--- src/rtl/tribus_pkg.sv ---
package tribus_pkg;
  localparam int WORD_W = 32;

  localparam logic [7:0] OPC_ADD  = 8'd0;
  localparam logic [7:0] OPC_SUB  = 8'd1;
  localparam logic [7:0] OPC_NOT  = 8'd2;
  localparam logic [7:0] OPC_AND  = 8'd3;
  localparam logic [7:0] OPC_OR   = 8'd4;
  localparam logic [7:0] OPC_MOV  = 8'd5;
  localparam logic [7:0] OPC_LD   = 8'd6;
  localparam logic [7:0] OPC_ST   = 8'd7;
  localparam logic [7:0] OPC_BR   = 8'd8;
  localparam logic [7:0] OPC_HALT = 8'd9;

  localparam logic [7:0] CND_ALWAYS  = 8'd0;
  localparam logic [7:0] CND_ZERO    = 8'd1;
  localparam logic [7:0] CND_NONZERO = 8'd2;

  typedef enum logic [2:0] {ALU_COPY, ALU_ADD, ALU_SUB, ALU_AND, ALU_OR, ALU_NOT} alu_op_e;
  typedef enum logic [2:0] {SRC_NONE, SRC_PC, SRC_MBR, SRC_MAR, SRC_RF} s1_src_e;
  typedef enum logic [2:0] {DST_NONE, DST_MAR, DST_PC, DST_RF, DST_MBR} d_dst_e;

  // One cycle of control: which transfers happen on the three buses.
  typedef struct packed {
    s1_src_e s1;
    logic    s2_b;
    alu_op_e alu;
    d_dst_e  dst;
    logic    flag_en;
    logic    req;
    logic    req_we;
    logic    pc_step;
    logic    ir_ld;
    logic    mbr_ld;
  } uop_t;

  typedef enum logic [4:0] {
    PH_F_A, PH_F_MAR, PH_F_REQ, PH_F_RSP, PH_DEC,
    PH_OP_AB, PH_OP_WB,
    PH_T_A, PH_T_MAR, PH_T_REQ, PH_T_RSP, PH_T_A2, PH_T_MAR2, PH_EXE,
    PH_LD_REQ, PH_LD_RSP, PH_LD_A,
    PH_ST_A, PH_ST_MBR, PH_ST_REQ,
    PH_BR_A, PH_BR_PC,
    PH_HALT
  } phase_e;

  function automatic alu_op_e alu_for(input logic [7:0] opc);
    case (opc)
      OPC_ADD: return ALU_ADD;
      OPC_SUB: return ALU_SUB;
      OPC_AND: return ALU_AND;
      OPC_OR:  return ALU_OR;
      OPC_NOT: return ALU_NOT;
      default: return ALU_COPY;
    endcase
  endfunction
endpackage

--- src/rtl/tribus_alu.sv ---
module tribus_alu
  import tribus_pkg::*;
#(
  parameter int W = 32
) (
  input  alu_op_e        op,
  input  logic [W-1:0]   a,
  input  logic [W-1:0]   b,
  output logic [W-1:0]   y
);
  always_comb begin
    case (op)
      ALU_ADD: y = a + b;
      ALU_SUB: y = a - b;
      ALU_AND: y = a & b;
      ALU_OR:  y = a | b;
      ALU_NOT: y = ~a;
      default: y = a;
    endcase
  end
endmodule

--- src/rtl/tribus_rf.sv ---
module tribus_rf #(
  parameter int DEPTH    = 32,
  parameter int W        = 32,
  parameter int RD_PORTS = 2,
  localparam int IDX_W   = $clog2(DEPTH)
) (
  input  logic                      clk,
  input  logic                      we,
  input  logic [IDX_W-1:0]          waddr,
  input  logic [W-1:0]              wdata,
  input  logic [RD_PORTS*IDX_W-1:0] raddr,
  output logic [RD_PORTS*W-1:0]     rdata
);
  logic [W-1:0] regs [DEPTH];

  // No reset: contents survive a core reset.
  always_ff @(posedge clk) begin
    if (we) regs[waddr] <= wdata;
  end

  for (genvar p = 0; p < RD_PORTS; p++) begin : g_rd
    assign rdata[p*W +: W] = regs[raddr[p*IDX_W +: IDX_W]];
  end
endmodule

--- src/rtl/tribus_ctrl.sv ---
module tribus_ctrl
  import tribus_pkg::*;
(
  input  logic       clk,
  input  logic       rst_n,
  input  logic [7:0] opcode,
  input  logic [7:0] cond,
  input  logic       zflag,
  input  logic       mem_ready,
  input  logic       mem_rvalid,
  output uop_t       uop,
  output logic       halted
);
  phase_e st, nx;
  logic   br_take;

  always_ff @(posedge clk or negedge rst_n) begin
    if (!rst_n) st <= PH_F_A;
    else        st <= nx;
  end

  assign halted = (st == PH_HALT);

  always_comb begin
    case (cond)
      CND_ALWAYS:  br_take = 1'b1;
      CND_ZERO:    br_take = zflag;
      CND_NONZERO: br_take = ~zflag;
      default:     br_take = 1'b0;
    endcase
  end

  always_comb begin
    uop = '0;
    nx  = st;
    case (st)
      PH_F_A:   begin uop.s1 = SRC_PC;   nx = PH_F_MAR; end
      PH_F_MAR: begin uop.dst = DST_MAR; nx = PH_F_REQ; end
      PH_F_REQ: begin
        uop.req = 1'b1;
        if (mem_ready) nx = PH_F_RSP;
      end
      PH_F_RSP: if (mem_rvalid) begin
        uop.ir_ld   = 1'b1;
        uop.pc_step = 1'b1;
        nx          = PH_DEC;
      end
      PH_DEC: begin
        case (opcode)
          OPC_ADD, OPC_SUB, OPC_NOT, OPC_AND, OPC_OR, OPC_MOV: nx = PH_OP_AB;
          OPC_LD, OPC_ST, OPC_BR:                              nx = PH_T_A;
          OPC_HALT:                                            nx = PH_HALT;
          default:                                             nx = PH_F_A;
        endcase
      end
      PH_OP_AB: begin uop.s1 = SRC_RF; uop.s2_b = 1'b1; nx = PH_OP_WB; end
      PH_OP_WB: begin
        uop.alu     = alu_for(opcode);
        uop.dst     = DST_RF;
        uop.flag_en = 1'b1;
        nx          = PH_F_A;
      end
      PH_T_A:   begin uop.s1 = SRC_PC;   nx = PH_T_MAR; end
      PH_T_MAR: begin uop.dst = DST_MAR; nx = PH_T_REQ; end
      PH_T_REQ: begin
        uop.req = 1'b1;
        if (mem_ready) nx = PH_T_RSP;
      end
      PH_T_RSP: if (mem_rvalid) begin
        uop.mbr_ld  = 1'b1;
        uop.pc_step = 1'b1;
        nx          = PH_T_A2;
      end
      PH_T_A2:   begin uop.s1 = SRC_MBR;  nx = PH_T_MAR2; end
      PH_T_MAR2: begin uop.dst = DST_MAR; nx = PH_EXE; end
      PH_EXE: begin
        if (opcode == OPC_LD)      nx = PH_LD_REQ;
        else if (opcode == OPC_ST) nx = PH_ST_A;
        else                       nx = br_take ? PH_BR_A : PH_F_A;
      end
      PH_LD_REQ: begin
        uop.req = 1'b1;
        if (mem_ready) nx = PH_LD_RSP;
      end
      PH_LD_RSP: if (mem_rvalid) begin uop.mbr_ld = 1'b1; nx = PH_LD_A; end
      PH_LD_A:   begin uop.s1 = SRC_MBR;  nx = PH_OP_WB; end
      PH_ST_A:   begin uop.s1 = SRC_RF;   nx = PH_ST_MBR; end
      PH_ST_MBR: begin uop.dst = DST_MBR; nx = PH_ST_REQ; end
      PH_ST_REQ: begin
        uop.req    = 1'b1;
        uop.req_we = 1'b1;
        if (mem_ready) nx = PH_F_A;
      end
      PH_BR_A:  begin uop.s1 = SRC_MAR; nx = PH_BR_PC; end
      PH_BR_PC: begin uop.dst = DST_PC; nx = PH_F_A; end
      PH_HALT:  nx = PH_HALT;
      default:  nx = PH_F_A;
    endcase
  end
endmodule

--- src/rtl/tribus_cpu.sv ---
module tribus_cpu
  import tribus_pkg::*;
#(
  parameter int  RF_DEPTH  = 32,
  parameter int  MEM_WORDS = 1024,
  localparam int ADDR_W    = $clog2(MEM_WORDS)
) (
  input  logic              clk,
  input  logic              rst_n,
  output logic              mem_valid,
  input  logic              mem_ready,
  output logic              mem_we,
  output logic [ADDR_W-1:0] mem_addr,
  output logic [WORD_W-1:0] mem_wdata,
  input  logic              mem_rvalid,
  input  logic [WORD_W-1:0] mem_rdata,
  output logic              halted
);
  localparam int IDX_W = $clog2(RF_DEPTH);

  uop_t              uop;
  logic [WORD_W-1:0] pc, mar, mbr, ir, a_q, b_q;
  logic [WORD_W-1:0] s1_bus, s2_bus, d_bus;
  logic [WORD_W-1:0] rd1;
  logic              zflag;

  tribus_ctrl u_ctrl (
    .clk        (clk),
    .rst_n      (rst_n),
    .opcode     (ir[31:24]),
    .cond       (ir[23:16]),
    .zflag      (zflag),
    .mem_ready  (mem_ready),
    .mem_rvalid (mem_rvalid),
    .uop        (uop),
    .halted     (halted)
  );

  // Port 0 serves source 1, port 1 serves source 2.
  tribus_rf #(.DEPTH(RF_DEPTH), .W(WORD_W), .RD_PORTS(2)) u_rf (
    .clk   (clk),
    .we    (uop.dst == DST_RF),
    .waddr (ir[IDX_W-1:0]),
    .wdata (d_bus),
    .raddr ({ir[8 +: IDX_W], ir[16 +: IDX_W]}),
    .rdata ({s2_bus, rd1})
  );

  tribus_alu #(.W(WORD_W)) u_alu (
    .op (uop.alu),
    .a  (a_q),
    .b  (b_q),
    .y  (d_bus)
  );

  always_comb begin
    case (uop.s1)
      SRC_PC:  s1_bus = pc;
      SRC_MBR: s1_bus = mbr;
      SRC_MAR: s1_bus = mar;
      SRC_RF:  s1_bus = rd1;
      default: s1_bus = '0;
    endcase
  end

  always_ff @(posedge clk or negedge rst_n) begin
    if (!rst_n) begin
      pc    <= '0;
      zflag <= 1'b0;
      mar   <= '0;
      mbr   <= '0;
      ir    <= '0;
      a_q   <= '0;
      b_q   <= '0;
    end else begin
      if (uop.s1 != SRC_NONE) a_q <= s1_bus;
      if (uop.s2_b)           b_q <= s2_bus;
      if (uop.ir_ld)          ir  <= mem_rdata;
      if (uop.pc_step)               pc <= pc + 32'd4;
      else if (uop.dst == DST_PC)    pc <= d_bus;
      if (uop.dst == DST_MAR)        mar <= d_bus;
      if (uop.mbr_ld)                mbr <= mem_rdata;
      else if (uop.dst == DST_MBR)   mbr <= d_bus;
      if (uop.flag_en)               zflag <= (d_bus == '0);
    end
  end

  assign mem_valid = uop.req;
  assign mem_we    = uop.req_we;
  assign mem_addr  = mar[ADDR_W+1:2];
  assign mem_wdata = mbr;

  logic unused_bits;
  assign unused_bits = ^{mar[WORD_W-1:ADDR_W+2], mar[1:0],
                         ir[15:8+IDX_W], ir[7:IDX_W]};
endmodule

--- config.mk ---
export PLATFORM = sky130hd
export DESIGN_NAME = tribus_cpu
export DESIGN_NICKNAME = d
export VERILOG_FILES = /design/src/rtl/tribus_pkg.sv /design/src/rtl/tribus_alu.sv /design/src/rtl/tribus_rf.sv /design/src/rtl/tribus_ctrl.sv /design/src/rtl/tribus_cpu.sv
export SDC_FILE = /design/constraint.sdc
export NUM_CORES = 2
export LEC_CHECK = 0
export CAP_MARGIN = 40
export CORE_MARGIN = 3
export CORE_UTILIZATION = 45
export DETAILED_ROUTE_END_ITERATION = 12
export PLACE_DENSITY = 0.67
export SKIP_CTS_REPAIR_TIMING = 1
export SYNTH_ARGS = -nofsm -noshare
export SYNTH_HDL_FRONTEND = slang
export SYNTH_SLANG_ARGS = --single-unit
export TNS_END_PERCENT = 10
--- constraint.sdc ---
create_clock -name clk -period 9.5 [get_ports clk]
set_clock_uncertainty 0.15 [all_clocks]
set_input_delay 1.425 -clock clk [delete_from_list [all_inputs] [get_ports clk]]
set_output_delay 1.425 -clock clk [all_outputs]
set_load 0.005 [all_outputs]
After elaboration in Yosys (flattened, before gate mapping)
Memory sizes are Yosys's and may differ from the RTL's. A register that Yosys moved wholly into a read port is not among the register bits.
Index checks and enable logic that the tools add are counted.
{"block": "classes", "n_shift": 0, "reduce_logical": 17, "n_mul": 0, "div_mod_pow": 0, "n_bitwise": 4, "n_mux": 34, "magnitude_cmp": 0, "addsub": 3, "eq_ne": 50}
{"operator": "$pmux 32 s5", "n": 1}
{"operator": "$mux 32", "n": 4}
{"operator": "$pmux 32 s4", "n": 1}
{"operator": "$pmux 5 s20", "n": 1}
{"operator": "$mux 5", "n": 11}
{"operator": "$eq 5x4->1 const B", "n": 8}
{"operator": "$eq 5x5->1 const B", "n": 7}
{"operator": "$add 32x3->32 const B", "n": 1}
{"operator": "$add 32x32->32", "n": 1}
{"operator": "$and 32x32->32", "n": 1}
{"operator": "$logic_not 32->1", "n": 1}
{"operator": "$not 32->32", "n": 1}
{"operator": "$or 32x32->32", "n": 1}
{"operator": "$sub 32x32->32", "n": 1}
{"operator": "$eq 8x2->1 const B", "n": 3}
{"operator": "$eq 8x3->1 const B", "n": 3}
{"operator": "$pmux 3 s4", "n": 2}
{"operator": "$eq 5x3->1 const B", "n": 4}
{"operator": "$eq 3x2->1 const B", "n": 6}
{"operator": "$eq 8x1->1 const B", "n": 2}
{"operator": "$logic_not 8->1", "n": 2}
{"operator": "$pmux 3 s5", "n": 1}
{"operator": "$ne 2x2->1 const B", "n": 7}
{"operator": "$eq 3x3->1 const B", "n": 4}
{"operator": "18 further kinds", "n": 34}
{"block": "totals", "latch_bits": 0, "romBits": 64, "memories": 2, "in_bits": 36, "ff_bits": 166, "out_inout_bits": 45, "ram_bits": 1024}
{"memory": "u_rf.regs", "words": 32, "width": 32, "rd": 2, "rd_clocked_by_memory_dff": 1, "wr": 1, "line": "tribus_rf.sv:14", "rtl": "logic [W-1:0] regs [DEPTH];"}
{"memory": "(no name shown)", "words": 16, "width": 4, "rd": 1, "rd_clocked_by_memory_dff": 0, "wr": 0, "line": "tribus_ctrl.sv:49", "rtl": "case (opcode)"}

Depth between registers and ports, before layout
{"block": "depth", "depth_word": 7, "depth_mapped": 23, "ltp_nobuf": 19}

Modules after synthesis
A second synthesis with hierarchy kept.
{"block": "unflattened", "hier_cells": 4949, "hier_area_um2": 62695.1}
{"module": "tribus_rf", "seq_area_each_um2": 30749.5, "cells_each": 3386, "n_inst": 1, "area_each_um2": 48789.3}
{"module": "tribus_cpu", "seq_area_each_um2": 4679.5, "cells_each": 813, "n_inst": 1, "area_each_um2": 9061.2}
{"module": "tribus_alu", "seq_area_each_um2": 0.0, "cells_each": 616, "n_inst": 1, "area_each_um2": 3811.2}
{"module": "tribus_ctrl", "seq_area_each_um2": 125.1, "cells_each": 134, "n_inst": 1, "area_each_um2": 1033.5}

Worst setup path before layout
No wires, ideal clock.
{"block": "synth_timing", "path_kind": "register -> register", "from": "reg u_ctrl.st[0]", "to": "mem u_rf.regs[0][24] (data pin)", "setup_time_ps": 492, "period_less_slack_ps": 5577, "stages_incl_launch_ff": 19, "arrival_time_ps": 4935, "n_path_buf": 3, "slack_ps": 3923, "cell_sequence": "dfrtp_1 buf_2 nor2b_1 clkbuf_1 nand2_1 nor2_1 nand3_1 clkbuf_1 nor2_1 a21oi_1 fa_1 a21o_1 nand4_1 a21oi_1 a31o_2 a31oi_1 o21ai_1 xnor2_1 o21ai_0"}
{"block": "synth_between", "elab_chain_cells": 4, "word_cells_on_any_way": 8, "classes_between": "6 x eq/ne; 2 x mux"}
{"item": "start, declared", "line": "tribus_ctrl.sv:14", "rtl": "phase_e st, nx;"}
{"item": "start signal, assigned", "line": "tribus_ctrl.sv:19", "rtl": "else st <= nx;"}
{"item": "$eq 5x3->1 (*)", "line": "tribus_ctrl.sv:36", "rtl": "case (st)"}
{"item": "$mux 3 (*)", "line": "tribus_ctrl.sv:36"}
{"item": "$eq 3x3->1, or another cell as far along", "line": "tribus_alu.sv:12", "rtl": "case (op)"}
{"item": "$pmux 32 s5 (*)", "line": "tribus_alu.sv:12"}
{"item": "named net d_bus[24]", "line": "tribus_cpu.sv:23", "rtl": "logic [WORD_W-1:0] s1_bus, s2_bus, d_bus;"}
{"item": "end, declared", "line": "tribus_rf.sv:14"}
The timed path passes the listed nets; every way through them passes the cells marked *.

Worst setup path after layout
{"block": "layout_timing", "from": "reg u_ctrl.st[2]", "to": "mem u_rf.regs[24][30] (data pin)"}
The elaborated chain is that of the path after synthesis.

==> run metrics <==
status=finished clean; crit path max fanout=32; Final setup viols=0; CTS tree=built; FFs w/ async S/R, synth=0.158; layout cell share with drive strength beyond 1=0.304; Top delay family on crit path=compound AO/OA/AOI/OAI gates; worst-path cell with the longest stage delay=dfrtp_1; worst skew pair latency=~0.75 ns; synth-to-layout area growth=14.0%; CP most frequent cell=a21oi_1; Die X=roughly 370 µm; global-route wire length before repair=roughly 260000 µm; slack of the worst reg-to-reg path=2.31 ns; Worst-Margin Slew=between 0.9 and 1 ns; gr usage total=0.270; DR WL/cell=between 30 and 40 µm; Placer Congestion=approximately 1; required time worst endpoint=9.66 ns; IO Port Bufs=80; Final ANT Viol Nets=0; hold crit path type=reg2reg; Period minus WS final=7.19 ns; fmax=139 MHz; PwrDens=333 mW/mm²; Max IR drop VDD=0.000224 V; Synth Flop Type=edfxtp_1; DIE AREA=roughly 0.14 mm²; H-tree levels=3; leak pwr=0.0221 µW; CP Class=reg2reg; warning count from the yosys run=0; Final Hold Fails=0; CP Launch Type=flip-flop; Top Ports=81; layout net count=3551; Mapped Area=0.0591 mm²; Post-Syn Nets=3460; synth top area cells=edfxtp_1 52%, mux4_2 24%, dfrtp_1 8.1%, nand2_1 1.4%, mux2i_1 1.3%; drc violations=0; Site Rows=132; Synth top area share=0.520; largest net degree at the start of global routing=116; RSZ-0062 raised after global routing=no; crit end category=flip-flop; CTS root buffer=clkbuf_16; pins over their slew limit=0; Core Footprint=0.130 mm²; die span in y=368 µm; relative slew slack=0.346; DP HPWL=between 100000 and 150000 µm; crit path cell chain=nor3b_2 > nand4_4 > nor2_1 > a21oi_1 > xnor2_1 > ha_1 > a21o_1 > a21oi_1 > a21oi_1 > a31o_2 > a31oi_1 > nand3_1 > a41oi_1 > xnor2_1 > a21oi_1 > inv_1; synth cell count leaders=1024 x edfxtp_1, 640 x mux4_2, 213 x nand2_1, 192 x dfrtp_1, 167 x clkbuf_1; clock slew at reported path FFs=0.06 ns; Post-synth EDFFs=a little over 1000; crit share post-route=0.757; Seq/Total Area, Yosys=0.601; DR vias/cell=6.79; Max Cap Violations=0; most frequent cell after synthesis=edfxtp_1; clock buffer count from CTS=120; Setup Total Neg Slack=0 ns; final wirelength=183000 µm; Placed Cells incl. Taps=5098; Via Count=between 30000 and 40000; clk sink count=1216; non-filler cells, final=approximately 5300; GRT Residual Overflow=0; cells after synthesis=3388; number of detailed-route iterations in the first pass=10; Buf/Inv on CP=1; CP peak stage delay=0.84 ns; drt first-iter violations=5276; Starting Density=0.455; vias in the first global route=35200; initial antenna violation count=3; Clock Path Buffers=3; largest area contributor in the netlist=edfxtp_1; Syn Area/Cell=17.4 µm²; Arr. time, crit path=7.36 ns; register bit total from synthesis=1216; Synth cell types=87
-- worst register-to-register path, cell delays in order (launching register included) --
cell and delay [ns]:
dfrtp_1 0.84, nor3b_2 0.81, nand4_4 0.52, nor2_1 0.72
a21oi_1 0.12, xnor2_1 0.16, ha_1 0.36, a21o_1 0.18
a21oi_1 0.18, a21oi_1 0.14, a31o_2 0.30, a31oi_1 0.53
nand3_1 0.16, a41oi_1 0.27, xnor2_1 0.09, a21oi_1 0.62
inv_1 0.63
-- placed cells by master (no fill, tap or decap), types with 10 or more instances in the layout --
cell type / count
a211oi_1: 21
a21o_1: 12
a21oi_1: 71
a222oi_1: 32
a22oi_1: 37
a31oi_1: 12
and3_1: 16
buf_12: 26
buf_16: 28
buf_4: 83
bufinv_16: 13
clkbuf_1: 22
clkbuf_16: 122
clkbuf_8: 10
clkdlybuf4s50_1: 79
clkinv_1: 21
clkinv_2: 22
dfrtp_1: 182
edfxtp_1: 1024
ha_1: 35
inv_1: 40
mux2_2: 32
mux2i_1: 74
mux4_2: 640
nand2_1: 212
nand2b_1: 19
nand3_1: 56
nand4_1: 16
nor2_1: 72
nor2_4: 32
nor2b_1: 18
nor3_1: 19
nor4_1: 13
o211ai_1: 61
o21a_1: 14
o21ai_0: 146
o21ai_1: 13
o31ai_1: 15
xnor2_1: 31
xor2_1: 28
-- routing by layer --
layer  wire length, µm  track usage
met3             20000       0.0532
met5                 9            0
met2             84400        0.410
met4              7910        0.110
met1             70800        0.386
-- cell families after synthesis --
kind of cell | count (synthesis) | synth area share
flops | 1216 | 0.601
xor+xnor | 59 | 0.00874
mux | 746 | 0.262
fa+ha+maj | 36 | 0.00775
buf+inv | 295 | 0.0196
compound gates | 494 | 0.0552
simple gates | 542 | 0.0449
-- state kept, by name, indices dropped and copies added, names as in the netlist --
register	flops
u_ctrl.st	5
mar	32
b_q	32
mem_wdata	32
a_q	32
ir	26
zflag	1
pc	32
u_rf.regs	1024
-- power by group --
part | switching, µW | total (µW) | internal, µW
Combinational | 5280 | 9690 | 4410
Clock | 2090 | 4870 | 2780
Sequential | 931 | 7920 | 6990
Total | 8290 | 22500 | 14200
-- stage by stage --
| stage | utilization | hold slack [ns] | worst slack, ns | power (µW) | area, µm² |
|---|---|---|---|---|---|
| after floorplan | - | 0.299 | 3.92 | 14300 | 59100 |
| after global placement | 0.478 | 0.311 | 2.61 | 17300 | 62200 |
| after detailed placement | 0.488 | 0.319 | 2.56 | 17600 | 63400 |
| after CTS | 0.519 | 0.333 | 2.53 | 22500 | 67400 |
| after global routing | 0.519 | 0.350 | 1.93 | 23500 | 67400 |
| final | 0.519 | 0.338 | 2.31 | 22500 | 67400 |
-- area by class of cell --
class                   instances  area [µm²]
inverters                      44         165
clock buffers                 154        3270
diodes                          1        2.50
fillers                     10300       62600
multi-input cells            1877       22700
flip-flops and latches       1216       35600
clock inverters                71         744
well taps                    1742        2180
repair buffers                220        2750
-- path summary, 6_finish.rpt --
kind                              start                end  cells past startpoint
setup / recovery           u_ctrl.st[2]  u_rf.regs[24][30]                     16
hold / removal                  mar[16]            mar[16]                      2
setup reg to reg           u_ctrl.st[2]  u_rf.regs[24][30]                     16
hold reg to reg                 mar[16]            mar[16]                      2
max in group asynchronous         rst_n             ir[18]                      2
min in group asynchronous         rst_n              ir[1]                      1
No activity file was read; power rests on OpenSTA's default activity.
